File: config.mk
export PLATFORM = sky130hd
export DESIGN_NAME = csdec_top
export DESIGN_NICKNAME = d
export VERILOG_FILES = /design/src/rtl/csd_pkg.sv /design/src/rtl/csd_window.sv /design/src/rtl/csd_prio.sv /design/src/rtl/csd_pinmap.sv /design/src/rtl/csdec_top.sv
export SDC_FILE = /design/constraint.sdc
export NUM_CORES = 1
export LEC_CHECK = 0
export ABC_AREA = 1
export ABC_CLOCK_PERIOD_IN_PS = 800
export BUFFER_PORTS_ARGS = -buffer_cell sky130_fd_sc_hd__buf_4
export CELL_PAD_IN_SITES_DETAIL_PLACEMENT = 1
export CELL_PAD_IN_SITES_GLOBAL_PLACEMENT = 1
export CORE_ASPECT_RATIO = 0.8
export CORE_UTILIZATION = 28
export CTS_BUF_LIST = sky130_fd_sc_hd__clkbuf_8
export CTS_CLUSTER_DIAMETER = 40
export CTS_CLUSTER_SIZE = 40
export DETAILED_ROUTE_END_ITERATION = 16
export PLACE_DENSITY_LB_ADDON = 0.1
export SETUP_SLACK_MARGIN = 0.1
export SYNTH_ARGS = -nofsm -noshare
export SYNTH_HDL_FRONTEND = slang
export SYNTH_SLANG_ARGS = --single-unit
File: constraint.sdc
create_clock -name clk -period 0.8 [get_ports clk]
set_clock_uncertainty 0.15 [all_clocks]
set_input_delay 0.16 -clock clk [delete_from_list [all_inputs] [get_ports clk]]
set_output_delay 0.16 -clock clk [all_outputs]
set_load 0.05 [all_outputs]
File: src/rtl/csd_pkg.sv
package csd_pkg;
    localparam int ADDR_W    = 24;
    localparam int NUM_CH    = 4;
    localparam int SZ_W      = 5;
    localparam int MIN_SHIFT = 8;

    typedef enum logic [2:0] {
        PM_ALL_CS,
        PM_HI16,
        PM_HI17,
        PM_HI19,
        PM_SPARSE
    } pin_mode_e;
endpackage

File: src/rtl/csd_window.sv
module csd_window #(
    parameter int ADDR_W    = 24,
    parameter int SZ_W      = 5,
    parameter int MIN_SHIFT = 8
) (
    input  logic [ADDR_W-1:0] addr,
    input  logic [ADDR_W-1:0] base,
    input  logic [SZ_W-1:0]   size_code,
    input  logic              enable,
    output logic              hit
);
    localparam int MAX_CODE = ADDR_W - MIN_SHIFT;

    logic [SZ_W:0]       shamt;
    logic [ADDR_W-1:0]   keep_mask;
    logic                code_ok;

    always_comb begin
        code_ok   = ({1'b0, size_code} <= (SZ_W+1)'(MAX_CODE));
        shamt     = {1'b0, size_code} + (SZ_W+1)'(MIN_SHIFT);
        keep_mask = {ADDR_W{1'b1}} << shamt;
        hit       = enable && code_ok && (((addr ^ base) & keep_mask) == '0);
    end
endmodule

File: src/rtl/csd_prio.sv
module csd_prio #(
    parameter int NUM_CH = 4
) (
    input  logic [NUM_CH-1:0] ch_hit,
    input  logic              blocked,
    output logic [NUM_CH-1:0] grant
);
    always_comb begin
        logic taken;
        taken = blocked;
        grant = '0;
        for (int i = 0; i < NUM_CH; i++) begin
            if (!taken && ch_hit[i]) begin
                grant[i] = 1'b1;
                taken    = 1'b1;
            end
        end
    end
endmodule

File: src/rtl/csd_pinmap.sv
module csd_pinmap
    import csd_pkg::*;
(
    input  logic [3:0] enable,
    input  logic [3:0] grant,
    input  logic [3:0] addr_hi,
    output logic [3:0] pins_n
);
    pin_mode_e mode;

    always_comb begin
        unique case (enable)
            4'b1111: mode = PM_ALL_CS;
            4'b1110: mode = PM_HI16;
            4'b1100: mode = PM_HI17;
            4'b1000: mode = PM_HI19;
            default: mode = PM_SPARSE;
        endcase
    end

    always_comb begin
        unique case (mode)
            PM_ALL_CS: pins_n = ~grant;
            PM_HI16:   pins_n = {~grant[3:1], addr_hi[0]};
            PM_HI17:   pins_n = {~grant[3:2], addr_hi[1:0]};
            PM_HI19:   pins_n = addr_hi;
            default:   pins_n = ~grant;
        endcase
    end
endmodule

File: src/rtl/csdec_top.sv
module csdec_top
    import csd_pkg::*;
(
    input  logic                     clk,
    input  logic                     rst_n,
    input  logic [ADDR_W-1:0]        bus_addr,
    input  logic                     bus_strobe,
    input  logic [ADDR_W-1:0]        int_limit,
    input  logic [NUM_CH*ADDR_W-1:0] ch_base,
    input  logic [NUM_CH*SZ_W-1:0]   ch_size,
    input  logic [NUM_CH-1:0]        ch_enable,
    output logic [NUM_CH-1:0]        cs_pin_n,
    output logic                     int_hit
);
    logic [NUM_CH-1:0] ch_hit;
    logic [NUM_CH-1:0] grant;
    logic [NUM_CH-1:0] pins_d;
    logic              int_in;
    logic              blocked;

    for (genvar g = 0; g < NUM_CH; g++) begin : g_win
        csd_window #(
            .ADDR_W   (ADDR_W),
            .SZ_W     (SZ_W),
            .MIN_SHIFT(MIN_SHIFT)
        ) win_i (
            .addr     (bus_addr),
            .base     (ch_base[g*ADDR_W +: ADDR_W]),
            .size_code(ch_size[g*SZ_W +: SZ_W]),
            .enable   (ch_enable[g]),
            .hit      (ch_hit[g])
        );
    end

    always_comb begin
        int_in  = bus_addr < int_limit;
        blocked = !bus_strobe || int_in;
    end

    csd_prio #(.NUM_CH(NUM_CH)) prio_i (
        .ch_hit (ch_hit),
        .blocked(blocked),
        .grant  (grant)
    );

    csd_pinmap map_i (
        .enable (ch_enable),
        .grant  (grant),
        .addr_hi(bus_addr[19:16]),
        .pins_n (pins_d)
    );

    always_ff @(posedge clk or negedge rst_n) begin
        if (!rst_n) begin
            cs_pin_n <= '1;
            int_hit  <= 1'b0;
        end else begin
            cs_pin_n <= pins_d;
            int_hit  <= bus_strobe && int_in;
        end
    end
endmodule

# ---- Word-level counts from Yosys, hierarchy flattened
# Cells that the tools add are included.
dict set report word_totals {
  in_bits 171
  ff_bits 5
  out_inout_bits 5
}
dict set report classes {
  shift 4
  n_reduce_logical 23
  muxes 9
  bitwise 11
  n_eq_ne 7
  add_sub_neg 4
  n_lt_le_gt_ge 5
}
# cell count
set op_table {}
lappend op_table {{$and A24 B24 Y24} 4}
lappend op_table {{$logic_not A24 Y1} 4}
lappend op_table {{$shl A24 B6 Y24 const A} 4}
lappend op_table {{$xor A24 B24 Y24} 4}
lappend op_table {{$add A5 B4 Y6 const B} 4}
lappend op_table {{$lt A24 B24 Y1} 1}
lappend op_table {{$le A5 B5 Y1 const B} 4}
lappend op_table {{$eq A4 B4 Y1 const B} 4}
lappend op_table {{$logic_and A1 B1 Y1} 13}
lappend op_table {{$pmux W3 S4} 1}
lappend op_table {{$pmux W4 S3} 1}
lappend op_table {{$mux W1} 7}
lappend op_table {{$eq A3 B2 Y1 const B} 2}
lappend op_table {{$logic_not A1 Y1} 5}
lappend op_table {{$not A4 Y4} 1}
lappend op_table {{$eq A3 B1 Y1 const B} 1}
lappend op_table {{$not A3 Y3} 1}
lappend op_table {{$not A2 Y2} 1}
lappend op_table {{$logic_or A1 B1 Y1} 1}

# ---- Logic depth before layout (Yosys ltp)
# Gate-level depths: netlist (run 1).
dict set report logic_depth {
  depth_word 18
  mapped_depth 15
  ltp_nobuf 15
}

# ---- Modules after synthesis
# Synthesis (run 1) repeated with hierarchy kept, for this count alone.
dict set report hier_totals {
  hier_cells 805
  area_unflattened_um2 3976.3
}
# mod cells_each n_inst area_each_um2 seq_area_each_um2
set by_module_without_submodules {}
lappend by_module_without_submodules {csd_window 164 4 762.0 0.0}
lappend by_module_without_submodules {csdec_top 116 1 784.5 130.1}
lappend by_module_without_submodules {csd_pinmap 23 1 105.1 0.0}
lappend by_module_without_submodules {csd_prio 10 1 38.8 0.0}

# ---- Worst setup path before layout (run 1)
# Ideal clock, no wire load.
dict set report synth_path {
  path_kind {input to register}
  from {input port ch_size[8]}
  to {register cs_pin_n[3]}
  required_ps 583
  setup_slack_ps -1043
  n_path_buf 1
  path_stages 13
  arrival_time_ps 1626
  path_cell_list {clkinv_1 > ha_1 > buf_4 > clkinv_1 > nand4_1 > nand2_1 > nor2_1 > nand2_1 > nor2_1 > nand3_1 > nand3_1 > nor2_1 > nor2_1}
}
dict set report synth_via {
  elab_chain_cells 15
}
# element line
set synth_lines {}
lappend synth_lines {{from (decl)} csdec_top.sv:10} ;# input logic [NUM_CH*SZ_W-1:0] ch_size,
lappend synth_lines {{$add A5 B4 Y6} csd_window.sv:20} ;# shamt = {1'b0, size_code} + (SZ_W+1)'(MIN_SHIFT);
lappend synth_lines {{$shl A24 B6 Y24} csd_window.sv:21} ;# keep_mask = {ADDR_W{1'b1}} << shamt;
lappend synth_lines {{$and A24 B24 Y24} csd_window.sv:22} ;# hit = enable && code_ok && (((addr ^ base) & keep_mask) == '0);
lappend synth_lines {{$logic_not A24 Y1} csd_window.sv:22}
lappend synth_lines {{$logic_and A1 B1 Y1 (*)} csd_window.sv:22}
lappend synth_lines {{$logic_and A1 B1 Y1 (*)} csd_prio.sv:13} ;# if (!taken && ch_hit[i]) begin
lappend synth_lines {{$mux W1 (*)} csd_prio.sv:13}
lappend synth_lines {{$logic_not A1 Y1} csd_prio.sv:13}
lappend synth_lines {{$logic_and A1 B1 Y1} csd_prio.sv:13}
lappend synth_lines {{$mux W1 (*)} csd_prio.sv:13}
lappend synth_lines {{$logic_not A1 Y1 (*)} csd_prio.sv:13}
lappend synth_lines {{$logic_and A1 B1 Y1 (*)} csd_prio.sv:13}
lappend synth_lines {{$mux W1 (*)} csd_prio.sv:13}
lappend synth_lines {{$not A4 Y4 (tied with other cells)} {csd_pinmap.sv:23, csd_pinmap.sv:27}}
lappend synth_lines {{$pmux W4 S3 (*)} csd_pinmap.sv:22} ;# unique case (mode)
lappend synth_lines {{via map_i.pins_n[3]} csd_pinmap.sv:7} ;# output logic [3:0] pins_n
lappend synth_lines {{to (signal assigned)} csdec_top.sv:58} ;# cs_pin_n <= pins_d;
lappend synth_lines {{to (decl)} csdec_top.sv:12} ;# output logic [NUM_CH-1:0] cs_pin_n,
# Mark *: on every way through the listed nets, which the timed path passes. The rest lies on a longest branch.

# ---- Final worst setup path (run 1)
# Ends and elaborated chain as after synthesis.

==> qor.txt, run 1 <==
Status = finished with violations
Violated checks = setup timing
Placeable Area = 12300 sq um
Routed Antenna Nets = 0
Setup crit start kind = primary input
Primary FF master, synth = dfstp_2
Synth Warn # = 0
Initial Utilization = 28.8%
Root buf cell = clkbuf_8
Die Area = 13100 sq um
RSZ-0062 raised after global routing = true
P_leak = 3.39 nW
Fill count = 1662
Peak supply drop = 0.000443 V
GR Overflow Total = 0
Bufs on Longest Clock Path = 2
Pwr dens = 706 nW/um^2
Switching Fraction = 46.2%
Fmax = 632 MHz
Most frequent cells in the layout = buf_4, nand2_1, inv_1
Leading cell type in the layout, fill and taps excluded = buf_4
Layout cell share with drive strength beyond 1 = 43.4%
Max_cap viols = 0
Crit-path max FO = 6
Global-route wire length before repair = 26.8 mm
GR Util All Layers = 27.3%
Hold/Removal Path Class = primary input to flop
Mapped Avg Cell Area = 5.49 sq um
Crit Path Category = primary input to flop
Die height = 102 um
WL final = 18.3 mm
Setup TNS = -5460 ps
P&R area growth vs syn = 80.8%
Die width = 128 um
Number of enable flip-flop cells after synthesis = 0
Synthesized area = 3530 sq um
Antenna violations before repair = 0
Avg WL per Cell = 17.2 um
Number of global-route vias before repair = 5108
Final hold vios = 0
HPWL Detailed = 15.6 mm
Switching power = 2.08 mW
Multi-input logic area = 3470 sq um
Power share of the combinational group = 82.9%
Crit share post-route = 198%
Synth unique cells = 36
TritonCTS Buffers = 3
Worst hold path cell count = 3
Port Buffers = 175
Clock share of power = 10.9%
Site Rows = 36
Seq cells post-synth = 5
Final nets = 1099
Worst-path clk slew = 40 ps
Largest net degree at the start of global routing = 12
I/O pin total = 176
Number of DRC markers in iteration 0 = 219
Pwr Total = 4.51 mW
H-tree depth = 1
CP endpoint kind = flop
Average vias per placed instance = 4.71
Mapped Nets = 853
Max Slew Vio Count = 0
Seq. cell area = 131 sq um
Max_slew headroom = 80.1%
Sequential area share after synthesis = 3.69%
Vias = 4991
Diode count = 0
CP required = 810 ps
Tmin final = 1580 ps
CTS tree = yes
Final setup fails = 10
Worst Setup Slack, final = -783 ps
Post-synth ARST share = 100%
Drt drc = 0
Tightest Pin Transition = 297 ps
First-pass iteration count of the detailed router = 6
Gate count after technology mapping = 643
Int Power = 2.42 mW
CP arrival = 1590 ps
TritonCTS Sinks = 5
Gpl congestion = 0.903
Sequential power share = 6.2%
[repair_timing]
item / 4_1_cts / 5_1_grt
gates resized for setup: 52 / 61
cloned: 1 / 0
pin swaps: 32 / 45
setup endpoints to repair: 10 / 10
hold endpoints to repair: 5 / 0
setup buffers: 3 / 4
hold buffers: 1 / 0
[sequential cells by signal (all words and copies together) (netlist names)]
| register | cells |
|---|---|
| cs_pin_n | 4 |
| int_hit | 1 |
[worst paths after layout]
kind                             from     endpoint  slack [ps]
max in group asynchronous       rst_n  cs_pin_n[3]         180
max                        ch_size[8]  cs_pin_n[3]        -780
min in group asynchronous       rst_n      int_hit         120
min                        bus_strobe      int_hit          90
[stage by stage]
| step | cells | instance area, sq um | util, % | worst slack, ps | hold WS, ps |
|---|---|---|---|---|---|
| 4_1_cts | 1056 | 6140 | 50.1 | -741 | 57.8 |
| 3_5_place_dp | 1048 | 5880 | 48.0 | -1100 | -182 |
| 5_1_grt | 1059 | 6380 | 52.1 | -836 | 87.9 |
| 2_1_floorplan | 643 | 3880 | - | -710 | -286 |
| 3_3_place_gp | 1048 | 5880 | 48.0 | -1040 | -184 |
| 6_report | 1059 | 6380 | 52.1 | -783 | 91.5 |
[cell usage after synthesis, drive strengths merged, types with 2 or more instances]
master	count	area, sq um
nand4	14	87.6
nand3	60	300
inv	90	338
xor2	60	526
clkbuf	9	37.5
o21a	4	30.0
xnor2	13	114
a31oi	2	12.5
dfstp	4	105
o21ai	30	154
nand2	198	761
buf	10	52.6
a21oi	21	109
ha	39	488
or2	6	37.5
clkinv	3	11.3
o211ai	2	15.0
nor2	67	259
nor3	3	15.0
[power groups by stage]
stage               combinational (mW)  clock, mW  sequential, mW
floorplan                         1.60          0           0.315
global placement                  3.26          0           0.279
detailed placement                3.35          0           0.278
CTS                               3.52      0.504           0.279
global route                      4.07      0.534           0.278
finish                            3.74      0.494           0.278
[cell type report]
| cell class | instances | area share [%] |
|---|---|---|
| repair buffers | 259 | 32.7 |
| clock inverters | 1 | 0.0784 |
| flip-flops and latches | 5 | 2.06 |
| clock buffers | 3 | 0.647 |
| multi-input cells | 526 | 54.4 |
| inverters | 93 | 6.70 |
| well taps | 171 | 3.35 |
| repair inverters | 1 | 0.0980 |
[cell families after synthesis]
family,share of synthesized area [%]
AOI/OAI and AO/OA,10.2
DFF,3.69
xor gates and xnor gates,18.1
adders and majority gates,13.8
buffers and inverters,12.4
and+or+nand+nor,41.7
[per-layer routing]
| layer | global-route usage [%] | up-vias | routed length, um |
|---|---|---|---|
| li1 | - | 2504 | - |
| met4 | 4.85 | 0 | 252 |
| met1 | 36.7 | 2338 | 8640 |
| met2 | 48.9 | 133 | 8700 |
| met5 | 0 | - | 0 |
| met3 | 1.31 | 16 | 669 |
[worst max-delay path, cell delays in order]
cell and delay (ps):
buf_12 110, clkinv_16 50, ha_4 270, buf_6 140, nor4_4 260, nand2_1 100, nand3_1 100, nor2_2 50
nand3_2 90, nand3_2 70, nor2_1 120, nor2_1 60
No activity file was read; power rests on OpenSTA's default activity.
==> inputs of run 2 (changes only) <==
--- a/config.mk
+++ b/config.mk
@@ -7,15 +7,16 @@
 export LEC_CHECK = 0
 export ABC_AREA = 1
 export ABC_CLOCK_PERIOD_IN_PS = 800
-export BUFFER_PORTS_ARGS = -buffer_cell sky130_fd_sc_hd__buf_4
 export CELL_PAD_IN_SITES_DETAIL_PLACEMENT = 1
 export CELL_PAD_IN_SITES_GLOBAL_PLACEMENT = 1
 export CORE_ASPECT_RATIO = 0.8
-export CORE_UTILIZATION = 28
+export CORE_UTILIZATION = 39
 export CTS_BUF_LIST = sky130_fd_sc_hd__clkbuf_8
 export CTS_CLUSTER_DIAMETER = 40
 export CTS_CLUSTER_SIZE = 40
 export DETAILED_ROUTE_END_ITERATION = 16
+export DONT_BUFFER_PORTS = 1
+export GPL_TIMING_DRIVEN = 0
 export PLACE_DENSITY_LB_ADDON = 0.1
 export SETUP_SLACK_MARGIN = 0.1
 export SYNTH_ARGS = -nofsm -noshare
==> run 2 against run 1 <==
Effect of this change:
- the run ends with hold timing, setup timing left
- critical path depth rose by 3
- worst hold slack worse by 160 ps
- critical endpoint is now cs_pin_n[2]
- final cell count decreased by 27%
- die area shrank 28%
- wire length is 21% lower
==> qor.txt, run 2 (synthesized netlist as in run 1, its figures left out) <==
Cell Area, Placed = 4020 sq um (-32%)
Max Slew Vio Count = 0 (unchanged)
TritonCTS Sinks = 5 (unchanged)
Setup crit start kind = primary input
Final hold vios = 2 (+2)
Finished Layout Cells = 768 (-27%)
CP endpoint kind = flop
Largest net degree at the start of global routing = 11 (-1)
Peak supply drop = 0.000472 V (+6.6%)
Vias = 4190 (-16%)
RSZ-0062 raised after global routing = true
Crit Path Category = primary input to flop
Worst hold path cell count = 2 (-1)
Cell area after layout = 4460 sq um (-30%)
Leading cell type in the layout, fill and taps excluded = nand2_1
Placeable Area = 8630 sq um (-30%)
Placed insts = 755 (-28%)
Global-route wire length before repair = 21.4 mm (-20%)
Top reg by flops = cs_pin_n
Tightest Pin Transition = 329 ps (+31.6 ps)
CP max-delay cell = ha_4
Antenna violations before repair = 0 (unchanged)
Hold/Removal Path Class = primary input to flop
Final nets = 867 (-21%)
Initial Utilization = 40.9% (+12 points)
P&R area growth vs syn = 26.2%
Bufs on Longest Clock Path = 2 (unchanged)
H-tree depth = 1 (unchanged)
CTS tree = yes
WL final = 14.4 mm (-21%)
Most frequent cells in the layout = nand2_1, inv_1, xor2_1
CP arrival = 1510 ps (-80 ps)
Fmax = 667 MHz (+5.5%)
Worst stage delay on the critical path = 290 ps (+20 ps)
Layout cell share with drive strength beyond 1 = 21.6% (-22 points)
Routed Antenna Nets = 0 (unchanged)
Max_cap viols = 0 (unchanged)
Hold Buf Count CTS = 1 (unchanged)
Worst Setup Slack, final = -700 ps (+82.3 ps)
Crit path buffers/inverters = 5 (+2)
Root buf cell = clkbuf_8
Gpl congestion = 0.901 (-0.29%)
Average vias per placed instance = 5.46 (+16%)
Cell mode on critical path = nand2_1
Crit path depth = 15 (+3)
Cells along the critical path = buf_12, inv_8, ha_4, buf_6, a21oi_2, nand2_1, nand2_1, nor2_2, nand2_1, nor2_1, nand2_2, inv_2, nand3_1, nand2_1, inv_1
Status = finished with violations
Fill count = 1201 (-28%)
P_leak = 2.24 nW (-34%)
Largest regs = cs_pin_n: 4 flops, int_hit: 1 flops
Diode count = 0 (unchanged)
I/O pin total = 176 (unchanged)
Worst-path clk slew = 40 ps (about the same)
Die width = 108 um (-15%)
GR Overflow Total = 0 (unchanged)
Crit path max-delay family = simple AND/OR/NAND/NOR gates
CP required = 810 ps (about the same)
Port Buffers = 0 (-100%)
Pwr dens = 715 nW/um^2 (+1.2%)
Fin Hold WS = -67.2 ps (-159 ps)
Number of DRC markers in iteration 0 = 157 (-28%)
Die Area = 9440 sq um (-28%)
Tmin final = 1500 ps (-82.3 ps)
Worst hold endpoint = int_hit
Violated checks = hold timing, setup timing
Avg WL per Cell = 18.7 um (+8.6%)
Crit-path max FO = 7 (+1)
TritonCTS Buffers = 3 (unchanged)
Hold_sp = bus_strobe
Final setup fails = 10 (unchanged)
Drt drc = 0 (unchanged)
HPWL Detailed = 12.1 mm (-22%)
Number of global-route vias before repair = 4409 (-14%)
Max reg flops = 4 (unchanged)
Die height = 87.1 um (-15%)
Max_slew headroom = 78.0% (-2.1 points)
First-pass iteration count of the detailed router = 4 (-2)
Crit share post-route = 188% (-10 points)
GR Util All Layers = 30.0% (+2.7 points)
Site Rows = 30 (-17%)
==> run 2: cell count changes in the layout (fill, tap and decap cells not counted), moves of 3 or more <==
cell      before  now
o21ai_0       15   18
clkbuf_2       0    8
buf_6         11    4
nand2_2       19   13
buf_2          0    4
nor2_4         7    3
buf_8          5    2
nand2_1      175  183
buf_4        237    4
inv_4         13    8
==> run 2: layer usage <==
| metal | up-vias | global-route usage [%] | part of all wire [%] |
|---|---|---|---|
| met5 | - | 0 | 0 |
| met4 | 0 | 7.49 | 2.2 |
| met3 | 25 | 5.83 | 7.0 |
| met2 | 139 | 56.3 | 50 |
| met1 | 1977 | 34.6 | 41 |
| li1 | 2049 | - | - |
==> run 2: worst max path at each step <==
stage / from / endpoint / slack, ps
floorplan: ch_size[13] / cs_pin_n[2] / -710
global placement: ch_size[13] / cs_pin_n[2] / -1190
detailed placement: ch_size[13] / cs_pin_n[2] / -1170
CTS: ch_size[13] / cs_pin_n[2] / -700
global route: ch_size[13] / cs_pin_n[2] / -760
finish: ch_size[13] / cs_pin_n[2] / -700
==> run 2: cell type report <==
| class | instances | area [sq um] | area share, % |
|---|---|---|---|
| Tap cell | 112 | 140 | 3.15 |
| Sequential cell | 5 | 131 | 2.95 |
| Clock inverter | 1 | 3.75 | 0.0842 |
| Timing Repair Buffer | 8 | 103 | 2.30 |
| Inverter | 93 | 458 | 10.3 |
| Clock buffer | 3 | 41.3 | 0.927 |
| Timing Repair inverter | 1 | 8.76 | 0.197 |
| Buffer | 19 | 160 | 3.59 |
| Multi-Input combinational cell | 526 | 3410 | 76.5 |
==> run 2: repair_timing <==
item	CTS	global route
setup endpoints to repair	10	10
gates cloned	3	0
setup buffers	8	2
resized for setup	57	24
hold endpoints to repair	8	2
pin swaps	34	25
==> run 2: report_power, final <==
group | total (mW) | internal (mW) | switching, mW
registers | 0.314 | 0.271 | 0.0427
logic | 2.39 | 1.07 | 1.32
clock network | 0.476 | 0.331 | 0.146
==> run 2: metrics by stage <==
stage / util [%] / setup slack (ps) / TNS, ps / hold slack [ps] / power [mW]
floorplan: - / -710 / -3660 / -286 / 1.91
global placement: 46.5 / -1190 / -5390 / -285 / 2.26
detailed placement: 46.5 / -1170 / -5460 / -285 / 2.35
CTS: 50.8 / -701 / -4820 / -73.9 / 3.10
global route: 51.6 / -764 / -5250 / -62.7 / 3.48
finish: 51.6 / -700 / -4850 / -67.2 / 3.18
==> inputs of run 3 (changes only) <==
--- a/config.mk
+++ b/config.mk
@@ -11,7 +11,7 @@
 export CELL_PAD_IN_SITES_GLOBAL_PLACEMENT = 1
 export CORE_ASPECT_RATIO = 0.8
 export CORE_UTILIZATION = 39
-export CTS_BUF_LIST = sky130_fd_sc_hd__clkbuf_8
+export CTS_BUF_LIST = sky130_fd_sc_hd__clkbuf_4
 export CTS_CLUSTER_DIAMETER = 40
 export CTS_CLUSTER_SIZE = 40
 export DETAILED_ROUTE_END_ITERATION = 16
==> run 3 against run 2 <==
Effect of this change:
- die area did not move
- critical path type unchanged
- largest cell class unchanged
- first-iteration DRC count fell by 8.3%
- final cell count did not move
- global-route usage rose by 0.079 points
- the flow still finishes with violations (hold timing, setup timing)
- via count rose by 1.0%
- highest routed layer unchanged
- clock power fell by 28%
- count of clock-buffer cells in the layout rose by 1
==> qor.txt, run 3 (synthesized netlist as in run 1, its figures left out) <==
Seq. cell area = 131 sq um (unchanged)
Crit path depth = 13 (-2)
Site Rows = 30 (unchanged)
GR Overflow Total = 0 (unchanged)
H-tree depth = 1 (unchanged)
Root buf cell = clkbuf_4
Critical Path Source = int_limit[15]
Placeable Area = 8630 sq um (unchanged)
Average vias per placed instance = 5.51 (+1.0%)
Final nets = 866 (-0.12%)
Violated checks = hold timing, setup timing
Number of DRC markers in iteration 0 = 144 (-8.3%)
Top Usage Layer GRT = met2
Gpl congestion = 0.901 (unchanged)
Routed Antenna Nets = 0 (unchanged)
First-pass iteration count of the detailed router = 4 (unchanged)
Most frequent cells in the layout = nand2_1, inv_1, xor2_1
Finished Layout Cells = 768 (unchanged)
Crit path max-delay family = simple AND/OR/NAND/NOR gates
CP endpoint kind = flop
Final hold vios = 3 (+1)
Setup crit start kind = primary input
Final setup fails = 10 (unchanged)
Peak supply drop = 0.000262 V (-45%)
Vias = 4232 (+1.0%)
CP Capture Point = cs_pin_n[1]
TritonCTS Buffers = 3 (unchanged)
Worst stage delay on the critical path = 270 ps (-20 ps)
Hold Buf Count CTS = 1 (unchanged)
Die width = 108 um (unchanged)
Cell area after layout = 4480 sq um (+0.51%)
Hold/Removal Path Class = primary input to flop
Top reg by flops = cs_pin_n
CTS tree = yes
Worst hold path cell count = 2 (unchanged)
Grt met3 use = 5.46% (-0.37 points)
Max reg flops = 4 (unchanged)
WL final = 14.5 mm (+1.2%)
GR Util All Layers = 30.0% (+0.079 points)
Leading cell type in the layout, fill and taps excluded = nand2_1
M2 GR Usage = 57.0% (+0.64 points)
Cell Area, Placed = 4020 sq um (unchanged)
Bufs on Longest Clock Path = 2 (unchanged)
Drt drc = 0 (unchanged)
Layout cell share with drive strength beyond 1 = 22.3% (+0.64 points)
Max_cap viols = 0 (unchanged)
Number of global-route vias before repair = 4402 (-0.16%)
Global-route wire length before repair = 21.5 mm (about the same)
Multi-input logic area = 3470 sq um (+1.8%)
I/O pin total = 176 (unchanged)
RSZ-0062 raised after global routing = true
Tightest Pin Transition = 334 ps (+4.81 ps)
Met1 Usage GRT = 34.8% (+0.22 points)
TritonCTS Sinks = 5 (unchanged)
CP arrival = 1510 ps (about the same)
Cell mode on critical path = nand2_4
Worst-path clk slew = 40 ps (about the same)
Max_slew headroom = 77.6% (-0.37 points)
Pwr dens = 691 nW/um^2 (-3.3%)
Port Buffers = 0 (unchanged)
Die height = 87.1 um (unchanged)
Max Slew Vio Count = 0 (unchanged)
Fin Hold WS = -92.9 ps (-25.8 ps)
Cells along the critical path = inv_8, ha_4, nand2_4, nor2_4, nand4_1, nor2_1, nand2_2, nand2_4, nand2_4, a21oi_4, inv_2, nor2_2, nor2_1
Tmin final = 1490 ps (-11.6 ps)
Antenna violations before repair = 0 (unchanged)
HPWL Detailed = 12.1 mm (unchanged)
Largest net degree at the start of global routing = 11 (unchanged)
CP required = 820 ps (about the same)
Die Area = 9440 sq um (unchanged)
P&R area growth vs syn = 26.8%
Largest regs = cs_pin_n: 4 flops, int_hit: 1 flops
Crit path buffers/inverters = 2 (-3)
CP max-delay cell = ha_4
Fmax = 672 MHz (+0.78%)
Crit share post-route = 186% (-1.5 points)
Worst Setup Slack, final = -689 ps (+11.6 ps)
Avg WL per Cell = 18.9 um (+1.2%)
Crit Path Category = primary input to flop
Crit-path max FO = 2 (-5)
P_leak = 2.25 nW (+0.49%)
Finished Core Util = 51.9% (+0.26 points)
Placed insts = 755 (unchanged)
Initial Utilization = 40.9% (unchanged)
Fill count = 1212 (+0.92%)
Status = finished with violations
[run 3: layout make-up]
class                      instances  area share, %
antenna                            1         0.0559
buffer                            19           3.55
clock buffer                       4          0.671
inverter                          93           10.0
multi-input combinational        526           77.5
sequential                         5           2.93
tap                              112           3.13
timing repair buffer               7           1.96
timing repair inverter             1          0.196
[run 3: worst min path at each step]
stage | slack, ps | end | startpoint
2_1_floorplan | -290 | int_hit | rst_n
3_3_place_gp | -290 | int_hit | rst_n
3_5_place_dp | -290 | int_hit | rst_n
4_1_cts | -120 | int_hit | bus_strobe
5_1_grt | -90 | int_hit | bus_strobe
6_report | -90 | int_hit | bus_strobe
[run 3: layer usage]
layer | wire length [um] | part of all wire (%)
met5 | 0 | 0
met4 | 364 | 2.5
met3 | 1130 | 7.8
met2 | 7220 | 50
met1 | 5830 | 40
[run 3: timing repair]
action                                  4_1_cts  5_1_grt
gates cloned                                  3        0
endpoints found under the hold margin         8        3
gates resized for setup                      51       39
buffers inserted                              4        2
endpoints found under the setup margin       10       10
pin swaps                                    32       30
[run 3: metrics by stage]
stage	worst slack, ps	TNS, ps	total power [mW]
finish	-689	-5000	3.09
global route	-745	-5290	3.38
CTS	-674	-4830	2.93
detailed placement	-1170	-5460	2.35
global placement	-1190	-5390	2.26
floorplan	-710	-3660	1.91
[run 3: report_power, final]
part / leakage [nW] / switching [mW] / internal (mW)
sequential: 0.0535 / 0.0427 / 0.271
clock: 0.0184 / 0.120 / 0.223
combinational: 2.18 / 1.35 / 1.08
total: 2.25 / 1.52 / 1.58
